==> config.mk <==
export PLATFORM = sky130hd
export DESIGN_NAME = stby_clk_ctrl
export DESIGN_NICKNAME = d
export VERILOG_FILES = /design/src/rtl/stby_pkg.sv /design/src/rtl/sc_pll_ctrl.sv /design/src/rtl/sc_standby_fsm.sv /design/src/rtl/sc_pwr_pipe.sv /design/src/rtl/sc_clk_gate.sv /design/src/rtl/stby_clk_ctrl.sv
export SDC_FILE = /design/constraint.sdc
export NUM_CORES = 1
export LEC_CHECK = 0
export ABC_CLOCK_PERIOD_IN_PS = 1900
export BUFFER_PORTS_ARGS = -buffer_cell sky130_fd_sc_hd__buf_2
export CAP_MARGIN = 15
export CORE_MARGIN = 2
export CORE_UTILIZATION = 43
export DETAILED_ROUTE_END_ITERATION = 8
export PLACE_DENSITY = 0.74
export SYNTH_ARGS = -nofsm -noshare
export SYNTH_HDL_FRONTEND = slang
export SYNTH_SLANG_ARGS = --single-unit
==> constraint.sdc <==
create_clock -name clk -period 1.9 [get_ports clk]
set_input_delay 0.57 -clock clk [delete_from_list [all_inputs] [get_ports clk]]
set_output_delay 0.57 -clock clk [all_outputs]
set_load 0.05 [all_outputs]
==> src/rtl/stby_pkg.sv <==
`timescale 1ns/1ps
package stby_pkg;
    localparam int REG_W        = 16;
    localparam int PLL_EN_BIT   = 15;
    localparam int PLL_SEL_BIT  = 14;
    localparam int PLL_LOCK_BIT = 13;
    localparam int AWAIT_BIT    = 15;
    localparam int CKO_HOLD_BIT = 6;
    localparam int PWR_STAGES   = 2;

    typedef enum logic [1:0] {
        RS_PLL  = 2'd0,
        RS_FLAG = 2'd1,
        RS_PWR  = 2'd2,
        RS_IOC  = 2'd3
    } reg_sel_e;

    typedef enum logic [1:0] {
        ST_RUN,
        ST_DRAIN,
        ST_SLEEP,
        ST_WAKE
    } stby_state_e;

    typedef struct packed {
        logic en;
        logic sel;
    } pll_ctrl_t;

    function automatic logic sel_hit(input logic wr, input logic [1:0] sel, input reg_sel_e target);
        return wr && (reg_sel_e'(sel) == target);
    endfunction
endpackage

==> src/rtl/sc_pll_ctrl.sv <==
`timescale 1ns/1ps
module sc_pll_ctrl
    import stby_pkg::*;
(
    input  logic clk,
    input  logic rst,
    input  logic wr,
    input  logic w_en,
    input  logic w_sel,
    input  logic lock,
    output logic pll_on,
    output logic sel_q,
    output logic clk_src
);
    pll_ctrl_t ctrl;

    always_ff @(posedge clk) begin
        if (rst) begin
            ctrl <= '0;
        end else if (wr) begin
            ctrl.en  <= w_en;
            ctrl.sel <= w_sel && w_en && lock;
        end else if (ctrl.sel && !lock) begin
            ctrl.sel <= 1'b0;
        end
    end

    assign pll_on  = ctrl.en;
    assign sel_q   = ctrl.sel;
    assign clk_src = ctrl.sel && lock;

    // the select can only come up on a locked, enabled PLL
    a_r3_sel_needs_lock: assert property (@(posedge clk) disable iff (rst)
        $rose(sel_q) |-> $past(lock) && pll_on);

    // lost lock drops the select at the next edge
    a_r4_lock_fallback: assert property (@(posedge clk) disable iff (rst)
        (sel_q && !lock && !wr) |=> !sel_q);
endmodule

==> src/rtl/sc_standby_fsm.sv <==
`timescale 1ns/1ps
module sc_standby_fsm
    import stby_pkg::*;
#(
    parameter int N_IRQ     = 8,
    parameter int DRAIN_CYC = 3
) (
    input  logic             clk,
    input  logic             rst,
    input  logic             set_await,
    input  logic [N_IRQ-1:0] irq_pend,
    input  logic [N_IRQ-1:0] irq_en,
    input  logic             irq_glob_en,
    output logic             await_q,
    output logic             core_clk_en,
    output logic             irq_vec
);
    localparam int CNT_W = (DRAIN_CYC < 2) ? 1 : $clog2(DRAIN_CYC);
    localparam logic [CNT_W-1:0] CNT_LAST = CNT_W'(DRAIN_CYC - 1);

    stby_state_e state;
    logic [CNT_W-1:0] cnt;
    logic wake_req;

    assign wake_req = irq_glob_en && (|(irq_pend & irq_en));

    always_ff @(posedge clk) begin
        if (rst) begin
            state <= ST_RUN;
            cnt   <= '0;
        end else begin
            case (state)
                ST_RUN: if (set_await) begin
                    state <= ST_DRAIN;
                    cnt   <= '0;
                end
                ST_DRAIN: if (cnt == CNT_LAST) state <= ST_SLEEP;
                          else cnt <= cnt + 1'b1;
                ST_SLEEP: if (wake_req) state <= ST_WAKE;
                default:  state <= ST_RUN;
            endcase
        end
    end

    assign await_q     = (state == ST_DRAIN) || (state == ST_SLEEP);
    assign core_clk_en = (state != ST_SLEEP);
    assign irq_vec     = (state == ST_WAKE);

    // the clock keeps running through the drain
    a_r5_drain_runs: assert property (@(posedge clk) disable iff (rst)
        (state == ST_RUN && set_await) |=> core_clk_en && await_q);

    // no qualified interrupt means the core stays asleep
    a_r7_stay_asleep: assert property (@(posedge clk) disable iff (rst)
        (state == ST_SLEEP && !wake_req) |=> !core_clk_en && await_q);

    // wake restarts the clock, clears the flag and vectors once
    a_r8_wake: assert property (@(posedge clk) disable iff (rst)
        (state == ST_SLEEP && wake_req) |=> core_clk_en && irq_vec && !await_q);

    a_r8_vec_single: assert property (@(posedge clk) disable iff (rst)
        irq_vec |=> !irq_vec);
endmodule

==> src/rtl/sc_pwr_pipe.sv <==
`timescale 1ns/1ps
module sc_pwr_pipe
    import stby_pkg::*;
#(
    parameter int PWR_W = 16
) (
    input  logic             clk,
    input  logic             rst,
    input  logic             wr,
    input  logic [PWR_W-1:0] wdata,
    output logic [PWR_W-1:0] mask_q,
    output logic [PWR_W-1:0] periph_off
);
    logic [PWR_W-1:0] stage [PWR_STAGES];

    always_ff @(posedge clk) begin
        if (rst)     mask_q <= '0;
        else if (wr) mask_q <= wdata;
    end

    for (genvar s = 0; s < PWR_STAGES; s++) begin : g_stage
        always_ff @(posedge clk) begin
            if (rst)         stage[s] <= '0;
            else if (s == 0) stage[s] <= mask_q;
            else             stage[s] <= stage[(s == 0) ? 0 : s - 1];
        end
    end

    assign periph_off = stage[PWR_STAGES-1];

    // the output follows the register after the settling stages
    a_r9_settle: assert property (@(posedge clk) disable iff (rst)
        1'b1 |=> periph_off == $past(mask_q, PWR_STAGES));
endmodule

==> src/rtl/sc_clk_gate.sv <==
`timescale 1ns/1ps
module sc_clk_gate (
    input  logic clk,
    input  logic rst,
    input  logic en,
    output logic gclk
);
    logic en_lo;

    always_ff @(negedge clk) begin
        if (rst) en_lo <= 1'b1;
        else     en_lo <= en;
    end

    assign gclk = clk && en_lo;
endmodule

==> src/rtl/stby_clk_ctrl.sv <==
`timescale 1ns/1ps
module stby_clk_ctrl
    import stby_pkg::*;
#(
    parameter int N_IRQ     = 8,
    parameter int PWR_W     = 16,
    parameter int DRAIN_CYC = 3
) (
    input  logic             clk,
    input  logic             rst,
    input  logic             wr_en,
    input  logic [1:0]       wr_sel,
    input  logic [15:0]      wr_data,
    input  logic [1:0]       rd_sel,
    output logic [15:0]      rd_data,
    input  logic             pll_lock,
    input  logic [N_IRQ-1:0] irq_pend,
    input  logic [N_IRQ-1:0] irq_en,
    input  logic             irq_glob_en,
    output logic             pll_on,
    output logic             clk_src,
    output logic             core_clk_en,
    output logic             core_clk,
    output logic             irq_vec,
    output logic [PWR_W-1:0] periph_off,
    output logic             clkout_hold,
    output logic             clk_out
);
    localparam int N_GATES = 2;

    logic wr_pll, wr_flag, wr_pwr, wr_ioc;
    logic sel_q, await_q, hold_q;
    logic [PWR_W-1:0] mask_q;
    logic [N_GATES-1:0] gate_en, gate_out;

    assign wr_pll  = sel_hit(wr_en, wr_sel, RS_PLL);
    assign wr_flag = sel_hit(wr_en, wr_sel, RS_FLAG);
    assign wr_pwr  = sel_hit(wr_en, wr_sel, RS_PWR);
    assign wr_ioc  = sel_hit(wr_en, wr_sel, RS_IOC);

    sc_pll_ctrl u_pll (
        .clk     (clk),
        .rst     (rst),
        .wr      (wr_pll),
        .w_en    (wr_data[PLL_EN_BIT]),
        .w_sel   (wr_data[PLL_SEL_BIT]),
        .lock    (pll_lock),
        .pll_on  (pll_on),
        .sel_q   (sel_q),
        .clk_src (clk_src)
    );

    sc_standby_fsm #(.N_IRQ(N_IRQ), .DRAIN_CYC(DRAIN_CYC)) u_fsm (
        .clk         (clk),
        .rst         (rst),
        .set_await   (wr_flag && wr_data[AWAIT_BIT]),
        .irq_pend    (irq_pend),
        .irq_en      (irq_en),
        .irq_glob_en (irq_glob_en),
        .await_q     (await_q),
        .core_clk_en (core_clk_en),
        .irq_vec     (irq_vec)
    );

    sc_pwr_pipe #(.PWR_W(PWR_W)) u_pwr (
        .clk        (clk),
        .rst        (rst),
        .wr         (wr_pwr),
        .wdata      (wr_data[PWR_W-1:0]),
        .mask_q     (mask_q),
        .periph_off (periph_off)
    );

    always_ff @(posedge clk) begin
        if (rst)         hold_q <= 1'b0;
        else if (wr_ioc) hold_q <= wr_data[CKO_HOLD_BIT];
    end
    assign clkout_hold = hold_q;

    assign gate_en = {~hold_q, core_clk_en};
    for (genvar g = 0; g < N_GATES; g++) begin : g_gate
        sc_clk_gate u_gate (
            .clk  (clk),
            .rst  (rst),
            .en   (gate_en[g]),
            .gclk (gate_out[g])
        );
    end
    assign core_clk = gate_out[0];
    assign clk_out  = gate_out[1];

    always_comb begin
        rd_data = '0;
        case (reg_sel_e'(rd_sel))
            RS_PLL: begin
                rd_data[PLL_EN_BIT]   = pll_on;
                rd_data[PLL_SEL_BIT]  = sel_q;
                rd_data[PLL_LOCK_BIT] = pll_lock;
            end
            RS_FLAG: rd_data[AWAIT_BIT] = await_q;
            RS_PWR:  rd_data = REG_W'(mask_q);
            default: rd_data[CKO_HOLD_BIT] = hold_q;
        endcase
    end

    // the hold bit tracks the last write to the I/O register
    a_r10_hold_write: assert property (@(posedge clk) disable iff (rst)
        wr_ioc |=> clkout_hold == $past(wr_data[CKO_HOLD_BIT]));

    // PLL enable follows the last write to the PLL register
    a_r2_enable_write: assert property (@(posedge clk) disable iff (rst)
        wr_pll |=> pll_on == $past(wr_data[PLL_EN_BIT]));
endmodule

; ---- Yosys cells after proc, flatten, opt, wreduce, memory -nomap -nowiden
; Memory sizes are Yosys's and may differ from the RTL's.
; Index checks and enable logic that the tools add are counted.
; Widths: inputs -> output; s select.
[word_totals]
ff_bits = 25
latch_bits = 0
ram_bits = 32
romBits = 0
input_bits = 41
word_cells = 70
memories = 1
[classes]
addsub = 1
mul = 0
n_div = 0
magnitude_cmp = 0
eq_ne = 14
shifts = 0
mux = 19
bitwise = 4
reduce_logical = 23
[mem_list]
columns = name, words, word_bits, read_ports, rd_clocked_by_memory_dff, wr, line_no
row1 = u_pwr.stage, 2, 16, 2, 0, 2, sc_pwr_pipe.sv:14  ; logic [PWR_W-1:0] stage [PWR_STAGES];
[op_table]
columns = operator, n
row1 = $mux 16, 2
row2 = $eq 2x2->1 const B, 6
row3 = $logic_and 1x1->1, 12
row4 = $mux 6, 2
row5 = $mux 2, 5
row6 = $and 8x8->8, 1
row7 = $pmux 2 s2, 2
row8 = $reduce_or 8->1, 1
row9 = $eq 2x1->1 const B, 3
row10 = $logic_not 2->1, 3
row11 = $ne 2x1->1 const B, 3
row12 = $pmux 2 s3, 1
row13 = $reduce_and 3->1, 2
row14 = $mux 1, 5
row15 = $ne 2x2->1 const B, 2
row16 = $reduce_bool 2->1, 2
row17 = $pmux 1 s3, 1
row18 = $add 2x1->2 const B, 1
row19 = $or 1x1->1, 2
row20 = $pmux 1 s2, 1
row21 = $reduce_or 2->1, 1
row22 = $logic_not 1->1, 1
row23 = $logic_or 1x1->1, 1
row24 = $not 1->1, 1

; ---- Longest topological paths before layout
[depth]
depth_word = 5
mapped_depth = 6

; ---- Hierarchy
; A second synthesis with hierarchy kept.
[hier_totals]
cells_unflattened = 213
area_unflattened_um2 = 2187.1
[by_module_without_submodules]
columns = module, instances, cells_each, area_each_um2
row1 = sc_pwr_pipe, 1, 119, 1445.1
row2 = sc_standby_fsm, 1, 45, 347.8
row3 = stby_clk_ctrl, 1, 32, 239.0
row4 = sc_pll_ctrl, 1, 9, 82.6
row5 = sc_clk_gate, 2, 4, 36.3

==> reports/metrics.cfg <==
[outcome]
status = finished, violations left
violations = negative setup slack

[worst_setup_path]
crit_required_ps = 1330
critPathLaunchType = register
end_kind = output pin
rr_startpoint = u_fsm.state[1]$_SDFFE_PP0P_
crit_type = register to output pin
crit_path_end = core_clk
r2r_cells = 4
crit_path_start = g_gate[0].u_gate.en_lo$_SDFF_NP1_
rr_endpoint = g_gate[0].u_gate.en_lo$_SDFF_NP1_
cp.arrival_ps = 2000
reg2reg_slack_ps = 90
cp_max_fo = 1

[die]
die_x_um = 74.1
die_height_um = 74.1
core_um2 = 4720
num_rows = 25
start_util = 0.448
pin_count = 80
dieArea_um2 = 5500

[placement]
dpl.hpwl_um = 3100
dp.cells = 372
finalWeightedCongestion = 0.743
pre_cts_ws_ps = -272
io_buffers = 79

[synth]
synthMuxAreaShare = 0.0284
synth_fa_ha_area_frac = 0.0355
synth-simple-area-share = 0.274
syn_inst = 226
ys_seq_area_frac = 0.539
syn_area_um2 = 2120
post-synth-top-area-fraction = 0.539
ys_seq_elements = 57
synth_top_family_by_area = simple AND/OR/NAND/NOR gates
synthTopCellsByArea = dfxtp_1 54%, nor2b_1 10%, nand2_1 6.0%, and2_1 5.0%, a21oi_1 4.5%
yosysTopAreaCell = dfxtp_1
synth_compound_area_frac = 0.0928
ys_warn_count = 0
synth_xor_area_frac = 0
synth_cell_types = 30
syn-num-nets = 273
avgSynthCellArea_um2 = 9.36

[sta]
skew_ps = 51.9
hold_violations = 0
worst_slew_pin_slew_ps = 463
relSlewSlack = 0.691
timing.final.ws_setup_ps = -673
setup_viol = 5
rsz0062_at_grt = true
holdWs_ps = 377
drv_slew = 0

[route]
drt-pass1-iter-count = 5
via_count = 1809
drt_wl_total_um = 4540
drc = 0
ant_nets = 0
wl_per_cell_um = 11.5
drt-vias-per-instance = 4.58
first_iter_violations = 80

[pwr]
leakage_nw = 1.42
vdd_drop_max_mv = 0.631
powerDensity_nw_per_um2 = 1070

[global_route]
antenna_found_initial = 0
track_usage = 0.178
grt.overflow.total = 0
grt_pass1_wl_um = 7130
grt_max_degree = 37
grt_pass1_vias = 1656

[min_path]
hold_path.class = primary input to register

[finish]
diodes = 0
syn2layout_area_growth_pct = 47.0
fin_cells = 395
fillCellCount = 396
post_route_cells_drive_above_1_share = 0.442
utilization = 0.658
fin_nets = 372

[clock_network]
path_clk_slew_ps = 60
insertion_delay_ps = 480
cts_tree = yes
ctsHoldBuffers = 0

[run]
drv_cap = 0

## synth_stat cells
cell / number
a211oi_1: 2
a21boi_0: 1
a21oi_1: 19
a222oi_1: 1
a22oi_1: 2
a31oi_1: 1
and2_1: 17
and2_4: 1
and4_1: 1
buf_1: 1
clkbuf_1: 10
dfxtp_1: 57
ha_1: 6
inv_1: 6
mux2i_1: 6
nand2_1: 34
nand2b_1: 2
nand3_1: 1
nand4b_2: 1
nor2_1: 7
nor2b_1: 35
nor3_1: 1
nor3b_1: 2
o21ai_0: 4
o22ai_1: 2
o31ai_1: 2
or2_2: 1
or3_1: 1
or4_1: 1
or4b_1: 1
## cells in the final DEF, fill, tap and decap left out, types with 4 or more instances in the layout
cell type | synthesis | routed
nor2b_1 | 35 | 33
mux2i_1 | 6 | 5
buf_2 | 0 | 60
buf_6 | 0 | 4
dfxtp_1 | 57 | 52
ha_1 | 6 | 4
nor2_1 | 7 | 5
inv_1 | 6 | 4
a21oi_1 | 19 | 19
clkbuf_8 | 0 | 14
nand2_1 | 34 | 33
buf_4 | 0 | 24
and2_1 | 17 | 5
o21ai_0 | 4 | 4
and2_4 | 1 | 13
dfxtp_2 | 0 | 4
## stage by stage
stage          power [mW]  setup TNS (ps)  area (um^2)
2_1_floorplan        1.75            -265         2200
3_3_place_gp         1.89           -1260         2700
3_5_place_dp         1.90           -1320         2700
4_1_cts              3.34           -1480         3070
5_1_grt              3.49           -1580         3110
6_report             3.34           -1440         3110
## repair_timing
item,4_1_cts,5_1_grt
setup endpoints to repair,19,10
buffers inserted,2,2
gates resized for setup,36,10
pin swaps,2,0
## flip-flops by register name (all words and copies together), names as in the netlist
| register | flops |
|---|---|
| u_pwr.stage | 32 |
| u_pwr.mask_q | 16 |
| u_pll.sel_q | 1 |
| u_pll.pll_on | 1 |
| clkout_hold | 1 |
| g_gate.u_gate.en_lo | 2 |
| u_fsm.cnt | 2 |
| u_fsm.state | 2 |
## metal layers
| metal | up-vias | track usage | share of wire |
|---|---|---|---|
| li1 | 932 | - | - |
| met1 | 817 | 0.200 | 0.43 |
| met2 | 47 | 0.279 | 0.49 |
| met3 | 13 | 0.0556 | 0.047 |
| met4 | 0 | 0.139 | 0.029 |
| met5 | - | 0 | 0 |
## worst max-delay path: stages, from the launching register on
cell     delay (ps)
dfxtp_2         310
and2_4          130
buf_8           140
## how the worst min path moves through the flow
| stage | start | endpoint | slack, ps | cells past startpoint |
|---|---|---|---|---|
| after floorplan | u_pwr.stage[0][0]$_SDFF_PP0_ | u_pwr.stage[1][0]$_SDFF_PP0_ | 410 | 1 |
| after global placement | u_pwr.stage[0][11]$_SDFF_PP0_ | u_pwr.stage[1][11]$_SDFF_PP0_ | 420 | 1 |
| after detailed placement | u_pwr.stage[0][1]$_SDFF_PP0_ | u_pwr.stage[1][1]$_SDFF_PP0_ | 420 | 1 |
| after CTS | wr_data[1] | u_pwr.mask_q[1]$_SDFFE_PP0P_ | 360 | 3 |
| after global routing | wr_data[1] | u_pwr.mask_q[1]$_SDFFE_PP0P_ | 360 | 3 |
| final | wr_data[1] | u_pwr.mask_q[1]$_SDFFE_PP0P_ | 380 | 3 |
## final cells by class
class                   instances  area (um^2)  area share
multi-input cells             152         1000       0.322
flip-flops and latches         57         1150       0.370
inverters                       5         23.8     0.00765
clock inverters                 6         52.6      0.0169
well taps                      67         83.8      0.0270
repair buffers                 92          576       0.185
clock buffers                  16          223      0.0716
## cell families (layout without fill, tap and decap cells)
kind of cell	after synthesis	in the layout
buffers and inverters	17	119
multiplexers	6	6
adder cells (fa/ha/maj)	6	6
flip-flops	57	57
AO/OA/AOI/OAI	34	34
AND/OR/NAND/NOR	106	106
## report_power, final
part / leakage [nW] / internal (mW) / switching [mW]
Combinational: 0.797 / 0.198 / 0.226
Clock: 0.161 / 0.976 / 0.680
Sequential: 0.462 / 1.24 / 0.0232
Total: 1.42 / 2.41 / 0.929
(Power assumes the default switching activity.)
